==> src/rtl/hro_pkg.sv <==
package hro_pkg;
    localparam int CH_W  = 6;
    localparam int VAL_W = 10;

    typedef struct packed {
        logic [CH_W-1:0]  chan;
        logic [VAL_W-1:0] amp;
        logic [VAL_W-1:0] tdc;
    } hit_t;

    localparam int PAY_W = $bits(hit_t);
endpackage

==> src/rtl/hro_fifo.sv <==
module hro_fifo
    import hro_pkg::*;
#(
    parameter int DEPTH = 4
) (
    input  logic clk,
    input  logic rst_n,
    input  logic push_i,
    input  hit_t push_data_i,
    input  logic pop_i,
    output hit_t pop_data_o,
    output logic empty_o,
    output logic full_o,
    output logic ovf_o
);
    localparam int AW = (DEPTH > 1) ? $clog2(DEPTH) : 1;
    localparam int CW = $clog2(DEPTH + 1);

    typedef struct packed {
        hit_t [DEPTH-1:0] mem;
        logic [AW-1:0]    wptr;
        logic [AW-1:0]    rptr;
        logic [CW-1:0]    cnt;
        logic             ovf;
    } fifo_st_t;

    fifo_st_t st_d, st_q;
    logic     push_ok;

    function automatic logic [AW-1:0] ptr_inc(input logic [AW-1:0] p);
        return (p == AW'(DEPTH - 1)) ? '0 : p + 1'b1;
    endfunction

    always_comb begin
        st_d    = st_q;
        // a slot freed at this edge may be refilled at the same edge
        push_ok = push_i && (!full_o || pop_i);
        if (pop_i) begin
            st_d.rptr = ptr_inc(st_q.rptr);
        end
        if (push_ok) begin
            st_d.mem[st_q.wptr] = push_data_i;
            st_d.wptr           = ptr_inc(st_q.wptr);
        end
        st_d.cnt = st_q.cnt + CW'(push_ok) - CW'(pop_i);
        if (push_i && !push_ok) begin
            st_d.ovf = 1'b1;
        end
    end

    always_ff @(posedge clk) begin
        if (!rst_n) begin
            st_q <= '0;
        end else begin
            st_q <= st_d;
        end
    end

    assign pop_data_o = st_q.mem[st_q.rptr];
    assign empty_o    = (st_q.cnt == '0);
    assign full_o     = (st_q.cnt == CW'(DEPTH));
    assign ovf_o      = st_q.ovf;

    // the flags never both hold, and nothing is taken from an empty store
    a_r8_flags_exclusive: assert property (@(posedge clk) disable iff (!rst_n)
        !(empty_o && full_o));
    a_r8_no_pop_empty: assert property (@(posedge clk) disable iff (!rst_n)
        pop_i |-> !empty_o);
    // a dropped write leaves the fill level alone and raises the flag
    a_r9_drop_keeps_count: assert property (@(posedge clk) disable iff (!rst_n)
        (push_i && full_o && !pop_i) |=> $stable(st_q.cnt));
    a_r9_drop_sets_ovf: assert property (@(posedge clk) disable iff (!rst_n)
        (push_i && full_o && !pop_i) |=> ovf_o);
    a_r9_ovf_sticky: assert property (@(posedge clk) disable iff (!rst_n)
        ovf_o |=> ovf_o);
    // a read and a write together on a full store keep it full, no flag
    a_r10_swap_when_full: assert property (@(posedge clk) disable iff (!rst_n)
        (push_i && pop_i && full_o && !ovf_o) |=> (full_o && !ovf_o));
endmodule

==> src/rtl/hro_ser.sv <==
module hro_ser
    import hro_pkg::*;
#(
    parameter int LANES = 2
) (
    input  logic             clk,
    input  logic             rst_n,
    input  logic             rd_en_i,
    input  logic             word_ok_i,
    input  hit_t             word_i,
    output logic             pop_o,
    output logic             frame_o,
    output logic [LANES-1:0] lane_o
);
    localparam int BPC    = 2 * LANES;
    localparam int CYC    = (PAY_W + BPC - 1) / BPC;
    localparam int WORD_W = CYC * BPC;
    localparam int PAD_W  = WORD_W - PAY_W;
    localparam int CNT_W  = (CYC > 1) ? $clog2(CYC) : 1;

    typedef struct packed {
        logic [WORD_W-1:0] sh;
        logic [CNT_W-1:0]  cnt;
        logic              busy;
    } ser_st_t;

    ser_st_t st_d, st_q;
    logic    last, load;

    always_comb begin
        st_d = st_q;
        last = st_q.busy && (st_q.cnt == CNT_W'(CYC - 1));
        load = rd_en_i && word_ok_i && (!st_q.busy || last);
        if (load) begin
            st_d.sh   = WORD_W'(word_i) << PAD_W;
            st_d.cnt  = '0;
            st_d.busy = 1'b1;
        end else if (st_q.busy) begin
            st_d.sh = st_q.sh << BPC;
            if (last) begin
                st_d.busy = 1'b0;
                st_d.cnt  = '0;
            end else begin
                st_d.cnt = st_q.cnt + 1'b1;
            end
        end
    end

    always_ff @(posedge clk) begin
        if (!rst_n) begin
            st_q <= '0;
        end else begin
            st_q <= st_d;
        end
    end

    assign pop_o   = load;
    assign frame_o = st_q.busy && (st_q.cnt == '0);

    // each lane: high phase bit, then low phase bit, lanes interleaved
    for (genvar l = 0; l < LANES; l++) begin : g_lane
        logic rise_b, fall_b;
        assign rise_b    = st_q.busy & st_q.sh[WORD_W-1-l];
        assign fall_b    = st_q.busy & st_q.sh[WORD_W-1-LANES-l];
        assign lane_o[l] = clk ? rise_b : fall_b;
    end

    // the beat counter stays inside one word
    a_r3_cnt_range: assert property (@(posedge clk) disable iff (!rst_n)
        st_q.cnt < CNT_W'(CYC));
    // the frame strobe lasts one cycle
    a_r4_frame_single: assert property (@(posedge clk) disable iff (!rst_n)
        frame_o |=> !frame_o);
    // a queued word follows the last beat at once
    a_r6_back_to_back: assert property (@(posedge clk) disable iff (!rst_n)
        (last && rd_en_i && word_ok_i) |=> frame_o);
    // with reads disabled an idle serializer stays idle
    a_r11_no_start: assert property (@(posedge clk) disable iff (!rst_n)
        (!rd_en_i && !st_q.busy) |=> !st_q.busy);
endmodule

==> src/rtl/hit_readout_ddr.sv <==
module hit_readout_ddr
    import hro_pkg::*;
#(
    parameter int DEPTH = 4,
    parameter int LANES = 2
) (
    input  logic             clk,
    input  logic             rst_n,
    input  logic             wr_valid_i,
    input  logic [CH_W-1:0]  wr_chan_i,
    input  logic [VAL_W-1:0] wr_amp_i,
    input  logic [VAL_W-1:0] wr_time_i,
    input  logic             rd_en_i,
    output logic [LANES-1:0] lane_o,
    output logic             frame_o,
    output logic             empty_o,
    output logic             full_o,
    output logic             overflow_o
);
    hit_t in_hit, head_hit;
    logic pop;

    assign in_hit = '{chan: wr_chan_i, amp: wr_amp_i, tdc: wr_time_i};

    hro_fifo #(.DEPTH(DEPTH)) u_fifo (
        .clk         (clk),
        .rst_n       (rst_n),
        .push_i      (wr_valid_i),
        .push_data_i (in_hit),
        .pop_i       (pop),
        .pop_data_o  (head_hit),
        .empty_o     (empty_o),
        .full_o      (full_o),
        .ovf_o       (overflow_o)
    );

    hro_ser #(.LANES(LANES)) u_ser (
        .clk       (clk),
        .rst_n     (rst_n),
        .rd_en_i   (rd_en_i),
        .word_ok_i (!empty_o),
        .word_i    (head_hit),
        .pop_o     (pop),
        .frame_o   (frame_o),
        .lane_o    (lane_o)
    );

    // no word can be started while reads are disabled or the store is empty
    a_r7_pop_gated: assert property (@(posedge clk) disable iff (!rst_n)
        pop |-> (rd_en_i && !empty_o));
endmodule

==> config.mk <==
export PLATFORM = sky130hd
export DESIGN_NAME = hit_readout_ddr
export DESIGN_NICKNAME = d
export VERILOG_FILES = /design/src/rtl/hro_pkg.sv /design/src/rtl/hro_fifo.sv /design/src/rtl/hro_ser.sv /design/src/rtl/hit_readout_ddr.sv
export SDC_FILE = /design/constraint.sdc
export NUM_CORES = 1
export LEC_CHECK = 0
export BUFFER_PORTS_ARGS = -buffer_cell sky130_fd_sc_hd__buf_4
export CORE_MARGIN = 2
export CORE_UTILIZATION = 40
export DETAILED_ROUTE_END_ITERATION = 12
export SETUP_SLACK_MARGIN = 0.05
export SYNTH_ARGS = -nofsm -noshare
export SYNTH_HDL_FRONTEND = slang
export SYNTH_SLANG_ARGS = --single-unit
==> constraint.sdc <==
create_clock -name clk -period 6 [get_ports clk]
set_clock_uncertainty 0.15 [all_clocks]
set_input_delay 1.2 -clock clk [delete_from_list [all_inputs] [get_ports clk]]
set_output_delay 1.2 -clock clk [all_outputs]
set_load 0.02 [all_outputs]
==> Word level (Yosys, flattened, before mapping) <==
Index checks and enable logic that the tools add are counted.
{ "totals": {"reg_bits": 142, "input_bits": 30, "elab_cells": 66, "out_inout_bits": 6} }
{ "classes": {"order_cmp": 3, "mux": 13, "eq_ne": 4, "reduce_logical": 17, "n_addsub": 5, "n_bitwise": 5} }
{ "op_table": {"columns": ["op", "n"], "rows": [
  ["104-bit bitwise mux", 1],
  ["32-bit two-way mux", 2],
  ["26-bit binary-select mux with 2-bit select", 1],
  ["26-bit demux with 2-bit select", 1],
  ["26-bit two-way mux", 2],
  ["1-bit logical AND", 7],
  ["3-bit equality test (second input constant)", 2],
  ["3-bit logical NOT", 2],
  ["2-bit by 3-bit < comparator with 1-bit output (second input constant)", 2],
  ["2-bit by 1-bit adder with 2-bit output (second input constant)", 2],
  ["1-bit AND", 4],
  ["2-bit equality test (second input constant)", 2],
  ["1-bit logical NOT", 4],
  ["2-bit two-way mux", 2],
  ["3-bit by 1-bit adder with 3-bit output", 1],
  ["3-bit by 1-bit adder with 3-bit output (second input constant)", 1],
  ["1-bit two-way mux", 3],
  ["3-bit two-way mux", 1],
  ["3-bit by 1-bit subtractor with 3-bit output", 1],
  ["2-bit by 1-bit greater-or-equal comparator with 1-bit output (second input constant)", 1],
  ["1-bit logical OR", 2],
  ["2-bit nonzero test", 1],
  ["2-bit OR reduction", 1],
  ["1-bit NOT", 1]
]} }

==> Longest topological paths before layout <==
{ "logic_depth": {"ltp_word": 8, "depth_mapped": 11, "mapped_depth_nobuf": 11} }

==> Cells and area by module <==
A second synthesis with hierarchy kept.
{ "hier_totals": {"hier_cells": 591, "area_unflattened_um2": 6319.8} }
{ "by_module_without_submodules": {"columns": ["mod", "area_each_um2", "cells_each", "seq_area_each_um2", "instances"], "rows": [
  ["hro_fifo", 4958.5, 448, 2242.2, 1],
  ["hro_ser", 1357.6, 142, 600.6, 1],
  ["hit_readout_ddr", 3.8, 1, 0.0, 1]
]} }

==> reports/results.ini <==
[global_routing]
grt_max_degree=126
grt_antenna_before_repair=0
grt_pass1_vias=4233
grtUsageTotal_pct=16.7
overflow=0
grt_pass1_wl_um=22300

[clocking]
cts_tree=built
ctsResizeCount=0
clock_latency_ps=530
postCtsSetupRepairBufs=0
hold_buffers=0
path_clk_slew_ps=60

[logic_synthesis]
syn_area_per_cell_sq_um=11.8
synth_edf_count=0
netlist_area_sq_um=6520
synth_top_area_share_pct=43.6
ys_ff_latch=142
yosysMostFrequentCell=dfxtp_1
async_reset_ff_share_pct=0
syn_inst=550
ys_seq_area_share_pct=43.6
yosysTopAreaCell=dfxtp_1
yosysWarnings=0
synth_nets=591
yosys-top-cells-count=dfxtp_1 (142), nor2b_1 (134), mux2i_1 (108)
synth.distinct_cells=42
ys.flop_type=dfxtp_1
ys_top_cells_by_area=dfxtp_1 (44%), mux2i_1 (17%), nor2b_1 (13%)

[power]
share_comb_of_total_power_pct=19.7
switching_power_mw=0.807
pwr-share-clk_pct=43.4
finalPower_mw=3.03
p_seq_share_pct=36.9
sw_frac_of_total_pct=26.6
p_int_mw=2.23
p_leak_nw=2.73
vdd_drop_max_uv=215
power.density_nw_per_um2=400

[worst_setup_path]
end_kind=output port
crit_type=clock port to output port
critical_path.max_fanout=2
crit_arrival_ps=3680
start_kind=clock port
crit_required_ps=4650

[floorplanning]
core_sq_um=15900
dieWidth_um=132
io_pins=36
num_rows=46
dieArea_sq_um=17300
initial_utilization_pct=41.0
die_h_um=132

[timing]
hold_violations=0
worst_hold_slack_ps=334
setup_slack_ps=966
rsz0062_at_grt=no
finalSetupViolations=0
drv_slew=0
worst_pin_slew_ps=1010
tns_ps=0
slew_headroom_pct=32.7

[detailed_routing]
route.detailed.drc=0
drtPass1Iterations=4
drtIter0Drc=201
postRouteAntennaNets=0
vias=4081
vias_per_cell=5.09
routed_wl_um=13700
wl_per_cell_um=17.1

[finish]
drive_above_1_share_pct=16.6
finalNetCount=614
areaGrowthSynthToFinish_pct=16.3
fin_area_sq_um=7580
diodes=0

[place]
place_congestion=0.715
pre_cts_ws_ps=1320
io_buffers=35
hpwl_um=8430
place_area_sq_um=6810

[min_path]
min_path_type=flop to flop

[run]
cap_violations=0

[outcome]
status=finished, final reports clean

-- per-stage QoR --
stage,cells,util [%]
2_1_floorplan,550,-
3_3_place_gp,766,42.9
3_5_place_dp,766,42.9
4_1_cts,802,47.7
5_1_grt,802,47.7
6_report,802,47.7
-- state kept, by name, summed over array words and instances (netlist names) --
name,cells
u_fifo.st_q,111
u_ser.st_q,30
u_fifo.ovf_o,1
-- kinds of logic (layout without fill, tap and decap cells) --
group,after synthesis,in the layout,synth area share [%]
AND/OR/NAND/NOR,168,168,15.9
XOR/XNOR,2,2,0.269
buffers and inverters,50,86,5.72
multiplexers,134,134,26.6
flip-flops,142,142,43.6
AO/OA/AOI/OAI,43,43,5.70
adder cells (fa/ha/maj),11,11,2.23
-- metal layers --
metal	global-route usage, %	part of all wire, %	vias up
met5	0	0	-
met1	20.5	46	2014
met3	5.90	3.9	10
met4	5.50	0.97	0
li1	-	-	1996
met2	27.3	49	61
-- worst max-delay path, cell delays in order --
cell and delay (ps):
clkbuf_16 130, clkbuf_16 130, mux2i_1 110, nor2b_1 150, buf_4 170
-- worst paths after layout --
path	cells past startpoint	startpoint	slack (ps)	end
setup / recovery	5	clk	970	lane_o[1]
hold / removal	1	u_ser.st_q[13]	330	u_ser.st_q[17]
setup reg to reg	11	u_ser.st_q[1]	3390	u_fifo.st_q[3]
hold reg to reg	1	u_ser.st_q[13]	330	u_ser.st_q[17]
-- placed cells by master (no fill, tap or decap), types with 2 or more instances in the layout --
| cell type | Yosys | routed |
|---|---|---|
| o21ai_0 | 2 | 2 |
| buf_4 | 3 | 41 |
| clkbuf_8 | 0 | 4 |
| and2_1 | 3 | 3 |
| clkinv_2 | 0 | 2 |
| nor2_1 | 2 | 2 |
| mux4_2 | 9 | 9 |
| mux4_1 | 17 | 17 |
| nand3_1 | 4 | 4 |
| a22oi_1 | 5 | 5 |
| nand2_1 | 14 | 14 |
| clkinvlp_4 | 0 | 3 |
| nor2b_1 | 134 | 134 |
| dfxtp_1 | 142 | 142 |
| inv_1 | 9 | 9 |
| bufinv_16 | 0 | 5 |
| mux2i_1 | 108 | 108 |
| a21boi_0 | 5 | 5 |
| a221o_1 | 22 | 22 |
| ha_1 | 10 | 10 |
| o22ai_4 | 0 | 4 |
| clkbuf_16 | 0 | 21 |
-- power by group through the flow --
stage	registers, mW	logic [mW]	clock network [mW]
after floorplan	1.10	0.507	0.00772
after global placement	1.13	0.587	0.00836
after detailed placement	1.14	0.601	0.00836
after CTS	1.12	0.604	1.35
after global routing	1.13	0.648	1.39
final	1.12	0.597	1.32
-- cell type report --
cell class	count	area [sq um]
tap	216	270
clock buffer	28	599
sequential	142	2840
inverter	9	33.8
fill	1455	8310
timing repair buffer	39	293
clock inverter	10	183
multi-input combinational	358	3360
No activity file was read; power rests on OpenSTA's default activity.
